**config.mk**
```make
export PLATFORM = sky130hd
export DESIGN_NAME = rxd_dma
export DESIGN_NICKNAME = d
export VERILOG_FILES = /design/src/rtl/rxd_pkg.sv /design/src/rtl/rxd_regs.sv /design/src/rtl/rxd_ctrl.sv /design/src/rtl/rxd_dma.sv
export SDC_FILE = /design/constraint.sdc
export NUM_CORES = 1
export LEC_CHECK = 0
export BUFFER_PORTS_ARGS = -buffer_cell sky130_fd_sc_hd__buf_2
export CAP_MARGIN = 0
export CORE_AREA = 2 2 142 144
export DETAILED_ROUTE_END_ITERATION = 10
export DIE_AREA = 0 0 144 146
export MAX_ROUTING_LAYER = met4
export PLACE_DENSITY = 0.83
export SLEW_MARGIN = 40
export SYNTH_ARGS = -nofsm -noshare
export SYNTH_HDL_FRONTEND = slang
export SYNTH_SLANG_ARGS = --single-unit
export TNS_END_PERCENT = 1
```
**constraint.sdc**
```tcl
create_clock -name clk -period 6.4 [get_ports clk]
set_input_delay 0.64 -clock clk [delete_from_list [all_inputs] [get_ports clk]]
set_output_delay 0.64 -clock clk [all_outputs]
set_load 0.02 [all_outputs]
```
**src/rtl/rxd_pkg.sv**
```systemverilog
package rxd_pkg;

  typedef enum logic [3:0] {
    ST_OFF,
    ST_RD0,
    ST_RD0W,
    ST_RD1,
    ST_RD1W,
    ST_NOBUF,
    ST_READY,
    ST_STORE,
    ST_WB2,
    ST_WB0
  } rxd_state_e;

  localparam logic [1:0] REG_CTL  = 2'd0;
  localparam logic [1:0] REG_STAT = 2'd1;
  localparam logic [1:0] REG_BASE = 2'd2;
  localparam logic [1:0] REG_MASK = 2'd3;

  localparam int SIZE_W      = 12;
  localparam int OFS_WORD1   = 8;
  localparam int OFS_WORD2   = 16;
  localparam int STAT_CNT_LSB = 16;

endpackage

```
**src/rtl/rxd_regs.sv**
```systemverilog
module rxd_regs
  import rxd_pkg::*;
#(
  parameter int ADDR_W  = 32,
  parameter int CNT_W   = 8,
  parameter int MASK_W  = 8,
  parameter int IRQ_BIT = 4
) (
  input  logic              clk,
  input  logic              rst_n,
  input  logic              reg_wr,
  input  logic [1:0]        reg_addr,
  input  logic [31:0]       reg_wdata,
  output logic [31:0]       reg_rdata,
  output logic              kick,
  output logic [ADDR_W-1:0] base,
  input  logic              pkt_done,
  input  logic              running,
  output logic              irq
);

  logic [CNT_W-1:0]  cnt_q, cnt_d;
  logic [ADDR_W-1:0] base_q, base_d;
  logic [MASK_W-1:0] mask_q, mask_d;
  logic              ack, inc, dec, base_en, mask_en;

  assign kick    = reg_wr && (reg_addr == REG_CTL) && reg_wdata[0];
  assign ack     = reg_wr && (reg_addr == REG_STAT) && reg_wdata[0];
  assign base_en = reg_wr && (reg_addr == REG_BASE);
  assign mask_en = reg_wr && (reg_addr == REG_MASK);
  assign inc     = pkt_done && (cnt_q != {CNT_W{1'b1}});
  assign dec     = ack && (cnt_q != '0);

  always_comb begin
    cnt_d  = cnt_q;
    base_d = base_q;
    mask_d = mask_q;
    if (inc && !dec)      cnt_d = cnt_q + CNT_W'(1);
    else if (dec && !inc) cnt_d = cnt_q - CNT_W'(1);
    if (base_en) base_d = reg_wdata[ADDR_W-1:0];
    if (mask_en) mask_d = reg_wdata[MASK_W-1:0];
  end

  always_ff @(posedge clk or negedge rst_n) begin
    if (!rst_n) begin
      cnt_q  <= '0;
      base_q <= '0;
      mask_q <= '0;
    end else begin
      cnt_q <= cnt_d;
      if (base_en) base_q <= base_d;
      if (mask_en) mask_q <= mask_d;
    end
  end

  always_comb begin
    case (reg_addr)
      REG_CTL:  reg_rdata = 32'(running);
      REG_STAT: reg_rdata = 32'(cnt_q) << STAT_CNT_LSB;
      REG_BASE: reg_rdata = 32'(base_q);
      default:  reg_rdata = 32'(mask_q);
    endcase
  end

  assign base = base_q;
  assign irq  = mask_q[IRQ_BIT] && (cnt_q != '0);

  AST_CNT_STEP: assert property (@(posedge clk) disable iff (!rst_n)
    (cnt_q != $past(cnt_q)) |->
      (($past(cnt_q) + CNT_W'(1) == cnt_q) || (cnt_q + CNT_W'(1) == $past(cnt_q))));

  AST_ACK_ONLY_DOWN: assert property (@(posedge clk) disable iff (!rst_n)
    ($past(pkt_done) && !$past(ack)) |-> (cnt_q >= $past(cnt_q)));

endmodule

```
**src/rtl/rxd_ctrl.sv**
```systemverilog
module rxd_ctrl
  import rxd_pkg::*;
#(
  parameter int ADDR_W    = 32,
  parameter int BUF_BYTES = 1536
) (
  input  logic              clk,
  input  logic              rst_n,
  input  logic              kick,
  input  logic [ADDR_W-1:0] base,
  output logic              running,
  output logic              pkt_done,
  input  logic              rx_valid,
  output logic              rx_ready,
  input  logic [7:0]        rx_data,
  input  logic              rx_sof,
  input  logic              rx_eof,
  input  logic              rx_err,
  output logic              mem_req,
  output logic              mem_we,
  output logic [ADDR_W-1:0] mem_addr,
  output logic [7:0]        mem_be,
  output logic [63:0]       mem_wdata,
  input  logic              mem_gnt,
  input  logic              mem_rvalid,
  input  logic [63:0]       mem_rdata
);

  localparam int LEN_W = $clog2(BUF_BYTES + 1);
  localparam logic [LEN_W-1:0] LEN_MAX = LEN_W'(BUF_BYTES);

  rxd_state_e        state_q, state_d;
  logic [ADDR_W-1:0] cur_q, cur_d, next_q, next_d, buf_q, buf_d;
  logic [LEN_W-1:0]  len_q, len_d, len_base;
  logic              trunc_q, trunc_d, mark_q, mark_d;
  logic              own_q, own_d, mid_q, mid_d, kp_q, kp_d;
  logic              full, take, byte_wr, byte_fire;
  logic [ADDR_W-1:0] byte_addr;
  logic              unused_rdata;

  assign unused_rdata = ^mem_rdata[62:ADDR_W];

  assign len_base  = (state_q == ST_READY) ? '0 : len_q;
  assign full      = (len_base == LEN_MAX);
  assign take      = rx_valid && (((state_q == ST_READY) && rx_sof) || (state_q == ST_STORE));
  assign byte_wr   = take && !full;
  assign byte_fire = take && (full || mem_gnt);
  assign byte_addr = buf_q + ADDR_W'(len_base);
  assign running   = (state_q != ST_OFF);

  always_comb begin
    state_d   = state_q;
    cur_d     = cur_q;
    next_d    = next_q;
    buf_d     = buf_q;
    len_d     = len_q;
    trunc_d   = trunc_q;
    mark_d    = mark_q;
    own_d     = own_q;
    mid_d     = mid_q;
    kp_d      = kp_q || kick;
    pkt_done  = 1'b0;
    rx_ready  = 1'b0;
    mem_req   = 1'b0;
    mem_we    = 1'b0;
    mem_addr  = cur_q;
    mem_be    = '0;
    mem_wdata = '0;
    case (state_q)
      ST_OFF: begin
        if (kick) begin
          state_d = ST_RD0;
          cur_d   = base;
        end
      end
      ST_RD0: begin
        mem_req = 1'b1;
        if (mem_gnt) begin
          state_d = ST_RD0W;
          kp_d    = kick;
        end
      end
      ST_RD0W: begin
        if (mem_rvalid) begin
          if (mem_rdata[63]) begin
            own_d   = 1'b1;
            buf_d   = mem_rdata[ADDR_W-1:0];
            state_d = ST_RD1;
          end else begin
            state_d = ST_NOBUF;
          end
        end
      end
      ST_RD1: begin
        mem_req  = 1'b1;
        mem_addr = cur_q + ADDR_W'(OFS_WORD1);
        if (mem_gnt) state_d = ST_RD1W;
      end
      ST_RD1W: begin
        if (mem_rvalid) begin
          next_d  = mem_rdata[ADDR_W-1:0];
          state_d = ST_READY;
        end
      end
      ST_NOBUF: begin
        rx_ready = 1'b1;
        if (rx_valid) mid_d = !rx_eof && (rx_sof || mid_q);
        if (kp_q && !mid_q) begin
          state_d = ST_RD0;
          mid_d   = 1'b0;
        end
      end
      ST_READY, ST_STORE: begin
        if ((state_q == ST_READY) && !rx_sof) rx_ready = 1'b1;
        else                                  rx_ready = full || mem_gnt;
        mem_req   = byte_wr;
        mem_we    = 1'b1;
        mem_addr  = byte_addr;
        mem_be    = 8'b1 << byte_addr[2:0];
        mem_wdata = {8{rx_data}};
        if (byte_fire) begin
          len_d   = full ? len_base : len_base + LEN_W'(1);
          trunc_d = ((state_q == ST_STORE) && trunc_q) || full;
          mark_d  = ((state_q == ST_STORE) && mark_q) || rx_err;
          state_d = rx_eof ? ST_WB2 : ST_STORE;
        end
      end
      ST_WB2: begin
        mem_req   = 1'b1;
        mem_we    = 1'b1;
        mem_addr  = cur_q + ADDR_W'(OFS_WORD2);
        mem_be    = 8'h80;
        mem_wdata = {trunc_q, mark_q, 62'd0};
        if (mem_gnt) state_d = ST_WB0;
      end
      ST_WB0: begin
        mem_req   = 1'b1;
        mem_we    = 1'b1;
        mem_be    = 8'hFF;
        mem_wdata = {1'b0, 19'd0, SIZE_W'(len_q), 32'(buf_q)};
        if (mem_gnt) begin
          pkt_done = 1'b1;
          own_d    = 1'b0;
          cur_d    = next_q;
          state_d  = ST_RD0;
        end
      end
      default: state_d = ST_OFF;
    endcase
  end

  always_ff @(posedge clk or negedge rst_n) begin
    if (!rst_n) begin
      state_q <= ST_OFF;
      cur_q   <= '0;
      next_q  <= '0;
      buf_q   <= '0;
      len_q   <= '0;
      trunc_q <= 1'b0;
      mark_q  <= 1'b0;
      own_q   <= 1'b0;
      mid_q   <= 1'b0;
      kp_q    <= 1'b0;
    end else begin
      state_q <= state_d;
      cur_q   <= cur_d;
      next_q  <= next_d;
      buf_q   <= buf_d;
      len_q   <= len_d;
      trunc_q <= trunc_d;
      mark_q  <= mark_d;
      own_q   <= own_d;
      mid_q   <= mid_d;
      kp_q    <= kp_d;
    end
  end

  AST_OFF_QUIET: assert property (@(posedge clk) disable iff (!rst_n)
    (state_q == ST_OFF) |-> (!mem_req && !rx_ready));

  AST_OWN_HELD: assert property (@(posedge clk) disable iff (!rst_n)
    ((state_q == ST_STORE) || (state_q == ST_WB2) || (state_q == ST_WB0)) |-> own_q);

  AST_WB_ORDER: assert property (@(posedge clk) disable iff (!rst_n)
    (state_q == ST_WB0) |-> (($past(state_q) == ST_WB2) || ($past(state_q) == ST_WB0)));

  AST_BUF_BOUND: assert property (@(posedge clk) disable iff (!rst_n)
    (mem_req && mem_we && ((state_q == ST_READY) || (state_q == ST_STORE)))
      |-> ((mem_addr - buf_q) < ADDR_W'(BUF_BYTES)));

  AST_SIZE_CAP: assert property (@(posedge clk) disable iff (!rst_n)
    (mem_req && mem_we && (mem_be == 8'hFF)) |-> (mem_wdata[43:32] <= SIZE_W'(BUF_BYTES)));

  AST_NOBUF_SILENT: assert property (@(posedge clk) disable iff (!rst_n)
    (state_q == ST_NOBUF) |-> (!mem_req && rx_ready));

endmodule

```
**src/rtl/rxd_dma.sv**
```systemverilog
module rxd_dma
  import rxd_pkg::*;
#(
  parameter int ADDR_W    = 32,
  parameter int BUF_BYTES = 1536,
  parameter int CNT_W     = 8,
  parameter int MASK_W    = 8,
  parameter int IRQ_BIT   = 4
) (
  input  logic              clk,
  input  logic              rst_n,
  input  logic              reg_wr,
  input  logic [1:0]        reg_addr,
  input  logic [31:0]       reg_wdata,
  output logic [31:0]       reg_rdata,
  output logic              irq,
  input  logic              rx_valid,
  output logic              rx_ready,
  input  logic [7:0]        rx_data,
  input  logic              rx_sof,
  input  logic              rx_eof,
  input  logic              rx_err,
  output logic              mem_req,
  output logic              mem_we,
  output logic [ADDR_W-1:0] mem_addr,
  output logic [7:0]        mem_be,
  output logic [63:0]       mem_wdata,
  input  logic              mem_gnt,
  input  logic              mem_rvalid,
  input  logic [63:0]       mem_rdata
);

  logic [1:0]        rst_sync_q;
  logic              rst_int_n;
  logic              kick, pkt_done, running;
  logic [ADDR_W-1:0] base;

  always_ff @(posedge clk or negedge rst_n) begin
    if (!rst_n) rst_sync_q <= 2'b00;
    else        rst_sync_q <= {rst_sync_q[0], 1'b1};
  end
  assign rst_int_n = rst_sync_q[1];

  rxd_regs #(
    .ADDR_W (ADDR_W),
    .CNT_W  (CNT_W),
    .MASK_W (MASK_W),
    .IRQ_BIT(IRQ_BIT)
  ) u_regs (
    .clk      (clk),
    .rst_n    (rst_int_n),
    .reg_wr   (reg_wr),
    .reg_addr (reg_addr),
    .reg_wdata(reg_wdata),
    .reg_rdata(reg_rdata),
    .kick     (kick),
    .base     (base),
    .pkt_done (pkt_done),
    .running  (running),
    .irq      (irq)
  );

  rxd_ctrl #(
    .ADDR_W   (ADDR_W),
    .BUF_BYTES(BUF_BYTES)
  ) u_ctrl (
    .clk       (clk),
    .rst_n     (rst_int_n),
    .kick      (kick),
    .base      (base),
    .running   (running),
    .pkt_done  (pkt_done),
    .rx_valid  (rx_valid),
    .rx_ready  (rx_ready),
    .rx_data   (rx_data),
    .rx_sof    (rx_sof),
    .rx_eof    (rx_eof),
    .rx_err    (rx_err),
    .mem_req   (mem_req),
    .mem_we    (mem_we),
    .mem_addr  (mem_addr),
    .mem_be    (mem_be),
    .mem_wdata (mem_wdata),
    .mem_gnt   (mem_gnt),
    .mem_rvalid(mem_rvalid),
    .mem_rdata (mem_rdata)
  );

endmodule

```
# After elaboration in Yosys (flattened, before gate mapping)

Index checks and enable logic that the tools add are counted.

Flip-flop bits (word level): 165
Bits of input ports: 115
Output and inout bits: 140
Word-level logic and storage cells: 124

Add/subtract/negate cells: 6
Equality and inequality tests: 23
Shifts and indexed selects: 1
Multiplexer cells: 33
Reduce and logical (&&, ||, !) cells: 48

Operators with widths:

| cell                                                             | count |
|---|---|
| 32-bit case mux with 3 select lines                              | 2 |
| 64-bit case mux with 3 select lines                              | 1 |
| 32-bit two-way mux                                               | 2 |
| 32-bit case mux with 2 select lines                              | 1 |
| 4-bit two-way mux                                                | 10 |
| 4-bit case mux with 9 select lines                               | 1 |
| 32-bit by 11-bit adder with 32-bit output                        | 1 |
| 32-bit by 4-bit adder with 32-bit output (second input constant) | 1 |
| 32-bit by 5-bit adder with 32-bit output (second input constant) | 1 |
| 8-bit case mux with 3 select lines                               | 1 |
| 11-bit two-way mux                                               | 2 |
| 1-bit logical AND                                                | 20 |
| 4-bit by 3-bit == test with 1-bit output (second input constant) | 4 |
| 8-bit two-way mux                                                | 2 |
| 2-bit != test (second input constant)                            | 6 |
| 11-bit by 1-bit adder with 11-bit output (second input constant) | 1 |
| 11-bit == test (second input constant)                           | 1 |
| 9-bit AND reduction                                              | 1 |
| 8-bit by 1-bit adder with 8-bit output (second input constant)   | 1 |
| 4-bit by 2-bit == test with 1-bit output (second input constant) | 2 |
| 4-bit == test (second input constant)                            | 2 |
| 1-bit two-way mux                                                | 8 |
| 8-bit != test (second input constant)                            | 1 |
| 8-bit nonzero test                                               | 1 |
| other kinds (18)                                                 | 38 |

# Longest topological paths before layout

Word-level depth: 7
Depth in mapped cells: 17
Gate-level depth less buffers: 14

# By module

A second synthesis with hierarchy kept.

Cell total of the unflattened synthesis: 1165
Area total of the unflattened synthesis: 10538.9 µm²

By module, submodules not included:

| module   | times used | cells an instance | area each (µm²) | sequential area each (µm²) |
|---|---|---|---|---|
| rxd_ctrl | 1          | 955               | 7982.7          | 2877.8 |
| rxd_regs | 1          | 207               | 2502.4          | 1201.2 |
| rxd_dma  | 1          | 3                 | 53.8            | 50.0 |

# Worst setup path after synthesis

OpenSTA, ideal clock, no wires.

Path type: flip-flop to output port
From: reg u_ctrl.state_q[0]
To: out mem_addr[31]
Data arrival time: 3.078 ns
Required time: 5.760 ns
Path slack: 2.682 ns
Cell stages (with the launch flop): 12
Path through: dfrtp_1 -> nand4bb_1 -> buf_4 -> buf_2 -> and2_1 -> ha_1 -> a221oi_1 -> or3_1 -> o31a_1 -> o32a_4 -> or4_1 -> nand3_1

Cells in the longest elaborated chain, start to end: 4

RTL lines:

| element                                   | RTL line                       | text |
|---|---|---|
| start, declared                           | rxd_ctrl.sv:32                 | `rxd_state_e state_q, state_d;` |
| start signal, assigned                    | rxd_ctrl.sv:165                | `state_q <= state_d;` |
| 4-bit by 3-bit == test with 1-bit output  | rxd_ctrl.sv:43, rxd_ctrl.sv:69 |  |
| 11-bit two-way mux                        | rxd_ctrl.sv:43                 | `assign len_base = (state_q == ST_READY) ? '0 : len_q;` |
| 32-bit by 11-bit adder with 32-bit output | rxd_ctrl.sv:48                 | `assign byte_addr = buf_q + ADDR_W'(len_base);` |
| 32-bit case mux with 3 select lines *     | rxd_ctrl.sv:69                 | `case (state_q)` |
| end, declared                             | rxd_dma.sv:25                  | `output logic [ADDR_W-1:0] mem_addr,` |

Every way passes the cells marked *; elsewhere a longest branch is shown, timed or not.

# Final worst setup path

From: reg u_ctrl.state_q[1]
To: out mem_addr[11]

The elaborated chain is that of the path after synthesis.

==> results.tsv <==
stage	metric	value	unit
timing	fin crit share	0.855	
critical_path	Setup crit end kind	output port	
cells_and_area	fin nets	1475	
global_route	grt ovf	0	
timing	clock period minus worst slack	5470	ps
critical_path	critical path data required time	5760	ps
run_status	run status	finished, final reports clean	
timing	Finish-stage setup viols	0	
cts	TritonCTS buffer count	17	
critical_path	crit path kind	reg -> out	
die	Die X	144	um
placed_design	Cell Area, Placed	11700	sq um
die	Die Area	21000	sq um
die	Die Y	146	um
routing	post-detailed-route count of antenna-violating nets	0	
synth	Mapped Nets	1300	
critical_path	worst r2r src	u_ctrl.state_q[1]	
cts	CTS tree	built	
die	I/O Pins	255	
hold_path	Hold Crit Class	reg -> reg	
flow_run	max cap viols	0	
hold_path	Hold Path Depth	0	
cts	latest clock arrival within the worst-skew pair	440	ps
routing	drc violations	0	
cells_and_area	Final Instance Count excl. Fillers	1622	
routing	via count	9799	
synth	Yosys warning total	0	
routing	detailed-route wire length per cell	19.7	um
pwr	Clock power frac	0.189	
global_route	global-route wire length before repair	50000	um
pwr	Pint	2.97	mW
timing	Worst slew margin	0.502	
critical_path	Worst R2R Setup Slack	2250	ps
hold_path	worst hold start	rst_sync_q[0]	
timing	Final WS setup	931	ps
routing	DRT Wirelength	31900	um
pwr	net load switching power	2.44	mW
cts	CTS Root Cell	clkbuf_16	
synth	Yosys reg bits	165	
placed_design	Inst Count DP	1588	
cts	Clk pin slew, worst setup/hold paths	60	ps
global_route	initial antenna violation count	2	
synth	Post-synth ARST share	1.00	
timing	fmax	183	MHz
pwr	Comb pwr share	0.440	
timing	Fin. Hold Viols	0	
synth	prevailing post-synth register cell	dfrtp_1	
placed_design	Post-Place Setup Slack	1480	ps
critical_path	cell count of the worst reg-to-reg path	14	
cells_and_area	layout cells sized above 1	0.289	
die	row count	51	
cells_and_area	post-route cell area	12300	sq um
synth	Mapped Cells	1168	
placed_design	placed wire-length estimate	23900	um
hold_path	worst hold endpoint	rst_sync_q[1]	
timing	worst hold slack	360	ps
routing	drt pass-1 iters	6	
timing	Slew Limit Fails	0	
global_route	gr usage total	0.316	
die	core outline area	19300	sq um
cts	CTS sink cnt	165	
routing	Via density	6.04	
synth	sequential element share of the synthesized area	0.393	
cells_and_area	Final Util	0.637	
cells_and_area	Area growth, synth to finish	17.2	%
critical_path	Max FO, Critical Path	23	
pwr	Switching Fraction	0.451	
cells_and_area	commonest non-fill, non-tap cell in the layout	buf_2	
timing	setup TNS	0	ps
pwr	sequential fraction of design power	0.372	
synth	Synth cell types	72	
pwr	peak supply drop	238	uV
global_route	largest net degree at the start of global routing	80	
timing	Clock Skews	11.0	ps
synth	Synth Cell Area	10500	sq um
timing	Slew @ Worst Pin	743	ps
timing	RSZ-0062 raised after global routing	no	
cells_and_area	most frequent cells in the layout	buf_2 (223), nand2_1 (202), dfrtp_1 (164)	
critical_path	reg2reg end	u_regs.cnt_q[7]	
placed_design	I/O Buffers	223	
pwr	LEAKAGE	5.94	nW
cts	Setup Buffers After CTS	0	
global_route	vias in the first global route	8915	
placed_design	routability congestion estimate from global placement	0.936	
cts	H-Tree Depth	4	
pwr	pwr dens	439	nW/um^2
cts	clk buf depth	2	
critical_path	Worst Path Arrival	4830	ps
routing	DRT iter0 DRCs	928	
critical_path	Worst setup SP type	register	
synth	Mean Syn Cell Area	8.99	sq um
die	Initial Utilization	0.543	
synth	EDFF count, synth	0	
pwr	Power Total	5.41	mW
synthesized netlist by cell type (all sizes together) (14+ instances only):
master | n | area, sq um
inv | 20 | 75.1
o21ai | 106 | 534
a21oi | 44 | 224
dfrtp | 165 | 4130
xnor2 | 16 | 140
xor2 | 24 | 210
nand4 | 14 | 87.6
clkbuf | 50 | 190
nand2 | 202 | 758
ha | 16 | 200
mux2 | 107 | 1200
nor3 | 14 | 75.1
nor2b | 15 | 93.8
nand3 | 45 | 225
and2 | 32 | 200
buf | 31 | 183
and3 | 20 | 125
nor2 | 49 | 184
mux2i | 46 | 460
a31oi | 20 | 131
layout make-up:
class	instances	area, sq um
clock buffer	22	484
tap	265	332
multi-input combinational	902	5950
clock inverter	9	96.3
sequential	165	4130
inverter	20	75.1
antenna	2	5.00
timing repair buffer	237	1230
fill	1602	7030
metal layers:
metal  share of wire  vias to the layer above  routed length (um)  GRT usage
li1                -                     4553                   -          -
met1            0.44                     4649               14000      0.449
met2            0.45                      533               14300      0.457
met3           0.086                       64                2750     0.0540
met4           0.026                        0                 830      0.110
met5               0                        -                   0          -
registers in the layout, indices dropped and copies added (netlist names):
signal,cells
u_ctrl.mark_q,1
u_ctrl.buf_q,32
u_ctrl.trunc_q,1
u_ctrl.cur_q,32
u_ctrl.len_q,11
u_ctrl.state_q,4
u_regs.cnt_q,8
u_ctrl.kp_q,1
rst_sync_q,2
u_regs.mask_q,8
u_ctrl.mid_q,1
u_regs.base,32
u_ctrl.next_q,32
what timing repair did:
item | in CTS | in global routing
endpoints found under the hold margin | 2 | 0
hold buffers | 1 | 0
gates resized for setup | 0 | 0
power by group through the flow:
stage | Combinational [mW] | Clock [mW] | Sequential (mW)
2_1_floorplan | 1.80 | 0 | 1.73
3_3_place_gp | 2.29 | 0 | 1.97
3_5_place_dp | 2.35 | 0 | 2.00
4_1_cts | 2.36 | 1.03 | 1.98
5_1_grt | 2.59 | 1.07 | 2.07
6_report | 2.38 | 1.02 | 2.01
critical path, stage by stage, from the launching register on:
cell	delay (ps)
dfrtp_1	820
nand4bb_1	740
and2_1	450
ha_1	260
maj3_1	360
a32oi_1	420
o31a_1	290
o21ai_0	260
xnor2_1	240
o221ai_1	320
buf_2	230
worst max path at each step:
stage | from | end | slack, ps | cells after the start
after floorplan | rst_sync_q[1] | u_ctrl.buf_q[0] | 1460 | 0
after global placement | u_ctrl.state_q[1] | mem_addr[11] | 1480 | 10
after detailed placement | u_ctrl.state_q[1] | mem_addr[11] | 1480 | 10
after CTS | u_ctrl.state_q[1] | mem_addr[11] | 1010 | 10
after global routing | u_ctrl.state_q[1] | mem_addr[8] | 630 | 13
final | u_ctrl.state_q[1] | mem_addr[11] | 930 | 10
kinds of logic after synthesis:
logic type                 share of synthesized area
and+or+nand+nor                                0.192
muxes                                          0.159
xor gates and xnor gates                      0.0334
buffers and inverters                         0.0427
adders and majority gates                     0.0248
other                                       0.000357
AOI/OAI and AO/OA                              0.155
DFF                                            0.393
No activity file was read; power rests on OpenSTA's default activity.
